$ cat src/rtl/bkp_link_ctrl.sv
module bkp_link_ctrl #(
  parameter int TRIES = 3
) (
  input  logic        clk,
  input  logic        rst_n,
  input  logic        req_valid,
  input  logic        req_rd,
  input  logic [15:0] req_addr,
  input  logic [15:0] req_count,
  input  logic [9:0]  req_opt,
  input  logic [7:0]  wr_data,
  output logic        wr_take,
  output logic        rd_valid,
  output logic [7:0]  rd_data,
  output logic [15:0] rd_sum,
  output logic        busy,
  output logic        done,
  output logic [2:0]  status,
  output logic        ser_stb,
  output logic        ser_dout,
  input  logic [3:0]  ser_din
);
  localparam int TW = $clog2(TRIES + 1);
  localparam logic [30:0] PROBE_BITS = 31'b10_1010_1000;

  typedef enum logic [2:0] {S_IDLE, S_PROBE, S_HDR, S_LOAD, S_DATA, S_ACK, S_TAIL} st_t;

  st_t         st;
  logic        ph;
  logic [30:0] sh;
  logic [30:0] hdr_q;
  logic [4:0]  nb;
  logic [7:0]  rx;
  logic [3:0]  nib1;
  logic [TW-1:0] tries;
  logic        dir_q;
  logic [15:0] cnt;

  wire [7:0] rx_nx = {ser_din[0], rx[7:1]};

  assign busy     = (st != S_IDLE);
  assign wr_take  = (st == S_LOAD);
  assign ser_stb  = busy && (st != S_LOAD) && !ph;
  assign ser_dout = ser_stb & sh[0];

  always_ff @(posedge clk) begin
    if (!rst_n) begin
      st <= S_IDLE; ph <= 1'b0; sh <= '0; hdr_q <= '0; nb <= '0; rx <= '0;
      nib1 <= '0; tries <= '0; dir_q <= 1'b0; cnt <= '0; rd_sum <= '0;
      rd_valid <= 1'b0; rd_data <= '0; done <= 1'b0; status <= '0;
    end else begin
      done <= 1'b0;
      rd_valid <= 1'b0;
      case (st)
        S_IDLE: if (req_valid) begin
          hdr_q  <= {1'b0, req_addr, 3'b000, req_opt, req_rd};
          dir_q  <= req_rd;
          cnt    <= req_count;
          rd_sum <= '0;
          status <= 3'd0;
          tries  <= '0;
          sh <= PROBE_BITS; nb <= 5'd10; ph <= 1'b0;
          st <= S_PROBE;
        end
        S_LOAD: begin
          sh <= {23'b0, wr_data}; nb <= 5'd8; ph <= 1'b0;
          st <= S_DATA;
        end
        default: begin
          if (!ph) ph <= 1'b1;
          else begin
            ph <= 1'b0;
            sh <= sh >> 1;
            nb <= nb - 5'd1;
            rx <= rx_nx;
            if (st == S_PROBE && nb == 5'd2) nib1 <= ser_din;
            if (nb == 5'd1) begin
              case (st)
                S_PROBE: begin
                  if (nib1 == 4'd0 && ser_din == 4'd4) begin
                    sh <= hdr_q; nb <= 5'd31; st <= S_HDR;
                  end else if (tries == TW'(TRIES - 1)) begin
                    status <= 3'd1; sh <= '0; nb <= 5'd3; st <= S_TAIL;
                  end else begin
                    tries <= tries + 1'b1;
                    sh <= PROBE_BITS; nb <= 5'd10;
                  end
                end
                S_HDR: begin
                  sh <= '0;
                  if (dir_q) begin
                    if (cnt == 16'd0) begin nb <= 5'd3; st <= S_TAIL; end
                    else begin nb <= 5'd8; st <= S_DATA; end
                  end else begin
                    if (cnt == 16'd0) begin nb <= 5'd2; st <= S_ACK; end
                    else st <= S_LOAD;
                  end
                end
                S_DATA: begin
                  cnt <= cnt - 16'd1;
                  sh <= '0;
                  if (dir_q) begin
                    rd_valid <= 1'b1;
                    rd_data  <= rx_nx;
                    rd_sum   <= rd_sum + {8'd0, rx_nx};
                  end
                  if (cnt == 16'd1) begin
                    if (dir_q) begin nb <= 5'd3; st <= S_TAIL; end
                    else begin nb <= 5'd2; st <= S_ACK; end
                  end else begin
                    if (dir_q) nb <= 5'd8;
                    else st <= S_LOAD;
                  end
                end
                S_ACK: begin
                  status <= ser_din[0] ? 3'd6 : 3'd0;
                  sh <= '0; nb <= 5'd3; st <= S_TAIL;
                end
                S_TAIL: begin
                  st <= S_IDLE;
                  done <= 1'b1;
                end
                default: st <= S_IDLE;
              endcase
            end
          end
        end
      endcase
    end
  end

  assert_stb_gap_R8: assert property (@(posedge clk) disable iff (!rst_n)
    ser_stb |=> !ser_stb);
  assert_busy_end_R7: assert property (@(posedge clk) disable iff (!rst_n)
    $fell(busy) |-> done);
  assert_status_code_R6: assert property (@(posedge clk) disable iff (!rst_n)
    done |-> (status == 3'd0 || status == 3'd1 || status == 3'd6));
  assert_take_then_bit_R5: assert property (@(posedge clk) disable iff (!rst_n)
    wr_take |=> ser_stb);
  assert_accept_R9: assert property (@(posedge clk) disable iff (!rst_n)
    (!busy && req_valid) |=> busy);
  assert_rd_in_xfer_R4: assert property (@(posedge clk) disable iff (!rst_n)
    rd_valid |-> busy && !done);
endmodule

$ cat config.mk
export PLATFORM = sky130hd
export DESIGN_NAME = bkp_link_ctrl
export DESIGN_NICKNAME = d
export VERILOG_FILES = /design/src/rtl/bkp_link_ctrl.sv
export SDC_FILE = /design/constraint.sdc
export NUM_CORES = 1
export LEC_CHECK = 0
export BUFFER_PORTS_ARGS = -buffer_cell sky130_fd_sc_hd__buf_2
export CORE_MARGIN = 1
export CORE_UTILIZATION = 45
export DETAILED_ROUTE_END_ITERATION = 6
export GPL_ROUTABILITY_DRIVEN = 0
export PLACE_DENSITY = 0.68
export SYNTH_ARGS = -nofsm -noshare
export SYNTH_HDL_FRONTEND = slang
export SYNTH_SLANG_ARGS = --single-unit
$ cat constraint.sdc
create_clock -name clk -period 2.2 [get_ports clk]
set_input_delay 0.22 -clock clk [delete_from_list [all_inputs] [get_ports clk]]
set_output_delay 0.22 -clock clk [all_outputs]
set_load 0.005 [all_outputs]
Word-level counts from Yosys, hierarchy flattened
Index checks and enable logic that the tools add are counted.
Word-level totals
  register bits: 127
  input bits: 58
Cells by class
  add/sub/neg operators: 4
  eq/ne operators: 19
  muxes and demuxes: 64
  bitwise gates (word level): 7
  reduce and logical (&&, ||, !) cells: 31
Operators with widths (number)
  16-bit two-way mux: 9
  16-bit one-hot mux with 2 select lines: 2
  31-bit two-way mux: 2
  31-bit one-hot mux with 2 select lines: 1
  30-bit two-way mux: 2
  30-bit one-hot mux with 2 select lines: 1
  3-bit two-way mux: 15
  5-bit two-way mux: 8
  5-bit one-hot mux with 4 select lines: 1
  3-bit one-hot mux with 2 select lines: 3
  16-bit by 8-bit adder with 16-bit output: 1
  16-bit by 1-bit equality test with 1-bit output, second input constant: 1
  16-bit logical NOT: 1
  2-bit two-way mux: 8
  16-bit by 1-bit subtractor with 16-bit output, second input constant: 1
  5-bit AND reduction: 3
  7-bit AND reduction: 2
  3-bit one-hot mux with 4 select lines: 1
  3-bit nonzero test: 4
  10-bit two-way mux: 1
  5-bit one-hot mux with 2 select lines: 1
  2-bit nonzero test: 5
  3-bit equality test, second input constant: 3
  4-bit two-way mux: 2
  other kinds (30): 47

Logic depth before layout (Yosys ltp)
  depth after elaboration: 7
  gate-level depth with buffers: 9
  mapped depth without buffers: 9

Worst setup path before layout
Ideal clock, no wire load.
  path kind: register to register
  from: reg nb[0]
  to: reg rd_sum[15]
  arrival: 2.252 ns
  required time: 2.079 ns
  setup slack: -0.173 ns
  stages on the path, launching flop included: 8
  period minus slack after synthesis: 2.373 ns
  cell sequence: dfxtp_1 ha_1 or4b_4 buf_6 nor3_4 o211ai_1 nor4_1 mux2_2
On the way
  longest elaborated chain between the ends: 3
RTL lines
  start, declared: line 32  | logic [4:0] nb;
  start signal, assigned: line 74  | nb <= nb - 5'd1;
  5-bit by 1-bit equality test with 1-bit output: line 77  | if (nb == 5'd1) begin
  2-bit nonzero test (no line)
  6-bit AND reduction (no line)
  end signal, assigned: line 105  | rd_sum <= rd_sum + {8'd0, rx_nx};
  end, declared: line 15  | output logic [15:0] rd_sum,
Every way passes these cells.
A chain may end at the register's enable or synchronous reset.

Worst setup path after layout
  from: reg st[1]
  to: reg rd_sum[15]
On the way
  longest elaborated chain between the ends: 3
  elaborated cells between the ends (all ways): 11
  those cells by class: eq/ne: 3; mux: 1; bitwise: 1; reduce/logical: 6
RTL lines
  start, declared: line 28  | st_t st;
  start signal, assigned: line 48  | st <= S_IDLE; ph <= 1'b0; sh <= '0; hdr_q <= '0; nb <= '0; rx <= '0;
  start signal, assigned: line 63  | st <= S_PROBE;
  start signal, assigned: line 67  | st <= S_DATA;
  3-bit equality test, or another cell as far along: line 78  | case (st)
  2-bit nonzero test (no line), or another cell as far along
  6-bit AND reduction (no line)
Several ways; a longest one is shown, not always the timed one.

==> metrics.md <==
| Metric | Value |
|---|---|
| Critical setup path kind | `reg -> reg` |
| Layout cells sized above 1 | `0.281` |
| Placed Cells | `1,083` |
| Final Hold Fails | `0` |
| Reg2reg start | `st[1]` |
| Pin count of the biggest net entering global routing | `62` |
| Share of the yosys chip area belonging to registers | `0.392` |
| CP startpoint | `st[1]` |
| Clock sink count | `123` |
| Filler-free cell count of the finished design | `1,126` |
| Residual DRC | `0` |
| Critical Path RT | `2.51 ns` |
| PwrDens | `1210 nW/µm²` |
| Largest fanout on the critical path | `11` |
| Met2 wire length | `8040 µm` |
| FF-to-FF End | `rd_sum[15]` |
| CTS Buf Count | `17` |
| Sw Share | `0.373` |
| Iter 0 DRT Violations | `568` |
| Post-route ant nets | `0` |
| Clk pin slew, worst setup/hold paths | `0.06 ns` |
| Port bufs | `90` |
| Die X | `120 µm` |
| Peak VDD IR | `641 µV` |
| WL met1 | `8000 µm` |
| Synthesized area | `6280 µm²` |
| Reg-to-reg slack, setup | `-0.02 ns` |
| IO Count | `91` |
| Post-synth EDFFs | `0` |
| Crit end category | `flip-flop` |
| H-tree levels | `4` |
| Netlist cell types | `71` |
| GR Overflow Total | `0` |
| WL/cell | `15.3 µm` |
| Final hold slack | `0.0318 ns` |
| Worst setup path end | `rd_sum[15]` |
| First-pass GRT wire length | `27,700 µm` |
| Setup TNS | `-0.0169 ns` |
| Setup crit start kind | `flip-flop` |
| Via density | `5.68` |
| Period utilization | `1.01` |
| # setup viols final | `1` |
| Synth Warn # | `0` |
| Pre-antenna DRT Iters | `5` |
| Worst skew pair latency | `0.42 ns` |
| Post-CTS Hold Fix Bufs | `0` |
| Flop pwr share | `0.295` |
| Area taken by multi-input logic gates | `3690 µm²` |
| Area growth syn-to-layout | `30.4%` |
| Number of fill cells in the layout | `1,265` |
| Max cap viols | `0` |
| #FFs+latches synth | `123` |
| CTS tree | `yes` |
| NetSw | `3680 µW` |
| WL met3 | `915 µm` |
| Hpwl dp | `11,500 µm` |
| Worst Tran Pin Value | `0.701 ns` |
| Combinational power share | `0.420` |
| Syn_area_per_cell | `7.85 µm²` |
| Max-slew headroom | `0.528` |
| Outcome | `finished with violations` |
| RSZ-0062 raised after global routing | `true` |
| Total Routing Usage GR | `0.241` |
| Root Driver | `clkbuf_16` |
| Row cnt | `42` |
| Initial Util | `0.469` |
| Die ar. | `14,400 µm²` |
| Mapped Nets | `875` |
| Register area | `2470 µm²` |
| Asr flop ratio synth | `0` |
| Core area | `13,400 µm²` |
| Die H | `120 µm` |
| Min-Delay Path Class | `in -> reg` |
| Crit path time final | `2.22 ns` |
| ANT cells | `0` |
| Initial antenna violation count | `0` |
| Routed via count | `6,393` |
| Top Metal Used | `met4` |
| Achievable Freq | `0.451 GHz` |
| Worst-case clock buffer depth | `2` |
| Layout Skew | `0.00459 ns` |
| Clock power share | `0.285` |
| Crit path arrival time | `2.53 ns` |
| Cells after synthesis | `800` |
| Pins Over Slew Limit | `0` |
| Worst Slack Setup Final | `-0.0169 ns` |
| Failing checks | `negative setup slack` |
| Nets | `1,012` |
| Most used DFF post-synth | `dfxtp_1` |
| Final WL | `17,200 µm` |
| LEAKAGE | `0.00330 µW` |
| R2r worst-path depth | `7` |
| Number of global-route vias before repair | `5,716` |
| Internal | `6180 µW` |
[cell families (layout without fill, tap and decap cells)]
kind of cell | Yosys count | after routing | share of synthesized area
AOI/OAI and AO/OA | 251 | 251 | 0.253
xor gates and xnor gates | 4 | 4 | 0.00558
adders and majority gates | 17 | 17 | 0.0351
buffers and inverters | 75 | 225 | 0.0496
DFF | 123 | 123 | 0.392
muxes | 9 | 9 | 0.0145
and+or+nand+nor | 321 | 321 | 0.250
[cells in the final DEF (no fill, tap or decap), types with 4 or more instances in the layout]
master / count
buf_12: 4
buf_6: 4
and3_1: 4
buf_4: 77
dfxtp_1: 119
o22ai_1: 5
or4_1: 12
o31ai_1: 7
a21oi_2: 4
a21o_1: 13
nand3_1: 28
a22oi_1: 15
nand2_1: 139
clkinv_2: 7
nor3_1: 23
and2_1: 4
dfxtp_2: 4
or2_2: 5
nor2_1: 50
o211ai_1: 8
o31a_1: 5
a21oi_1: 105
o221a_2: 7
o21a_1: 7
nor4_1: 9
inv_1: 14
a211oi_1: 4
ha_1: 13
or3_1: 5
clkbuf_16: 17
o21ai_0: 30
a31oi_1: 10
buf_2: 91
mux2i_1: 8
[area by class of cell]
cell class                      instances  share of cell area
Clock buffer                           19              0.0541
Clock inverter                         13              0.0182
Inverter                               17             0.00779
Multi-Input combinational cell        602               0.450
Sequential cell                       123               0.301
Tap cell                              176              0.0269
Timing Repair Buffer                  176               0.142
[power by group through the flow]
stage	clock, µW	sequential, µW	combinational, µW
after floorplan	0	2840	2500
after global placement	0	2890	3790
after detailed placement	0	2900	3800
after CTS	2850	2860	3870
after global routing	2960	2950	4590
final	2820	2910	4140
[worst max-delay path, stage by stage (launching register included)]
cell      delay (ns)
dfxtp_1         0.31
buf_4           0.18
buf_4           0.18
nor4b_4         0.43
buf_6           0.21
o211ai_1        0.13
nor4_1          0.30
mux2_2          0.36
[registers in the layout, indices dropped and copies added (netlist names)]
register and flops:
cnt 16, done 1, hdr_q 27, nb 5, nib1 4, ph 1, rd_data 8, rd_sum 16
rd_valid 1, rx 7, sh 30, st 3, status 2, tries 2
[worst min-delay path by stage]
stage                            from  slack, ns  depth (start not counted)    endpoint
after CTS                 req_addr[5]       0.02                          3   hdr_q[19]
after detailed placement   rd_data[1]       0.44                          2  rd_data[1]
after global routing      req_addr[6]       0.03                          3   hdr_q[20]
after floorplan            req_opt[9]       0.36                          2   hdr_q[10]
after global placement         sh[26]       0.44                          2      sh[25]
final                      req_opt[6]       0.03                          3    hdr_q[7]
[per-layer routing]
metal / vias up / GRT usage
li1: 3176 / -
met2: 190 / 0.385
met5: - / 0
met4: 0 / 0.0672
met1: 3000 / 0.319
met3: 27 / 0.0632
[what timing repair did]
item                       4_1_cts  5_1_grt
gates cloned                     0        1
resized for setup                6       40
setup buffers                    2        8
setup endpoints to repair       10       48
pin swaps                        0       15
[synthesized netlist by cell type, types with 11 or more instances]
cell type | n | area share
nand3_1 | 28 | 0.022
or4_1 | 14 | 0.017
o21ai_0 | 31 | 0.025
nor2_1 | 50 | 0.030
nor3_1 | 26 | 0.021
dfxtp_1 | 123 | 0.39
a21o_1 | 13 | 0.016
ha_1 | 16 | 0.032
clkbuf_1 | 40 | 0.024
nor4_1 | 11 | 0.011
a21oi_1 | 109 | 0.087
a22oi_1 | 15 | 0.018
nand2_1 | 140 | 0.084
inv_1 | 17 | 0.010
[stage by stage]
stage,total power [µW],utilization,worst slack [ns],area [µm²]
after global routing,10500,0.611,-0.128,8190
after CTS,9580,0.594,-0.0345,7950
after global placement,6680,0.546,-0.164,7320
after floorplan,5340,-,0.00363,6280
final,9870,0.611,-0.0169,8190
after detailed placement,6700,0.546,-0.117,7320
(Power assumes the default switching activity.)
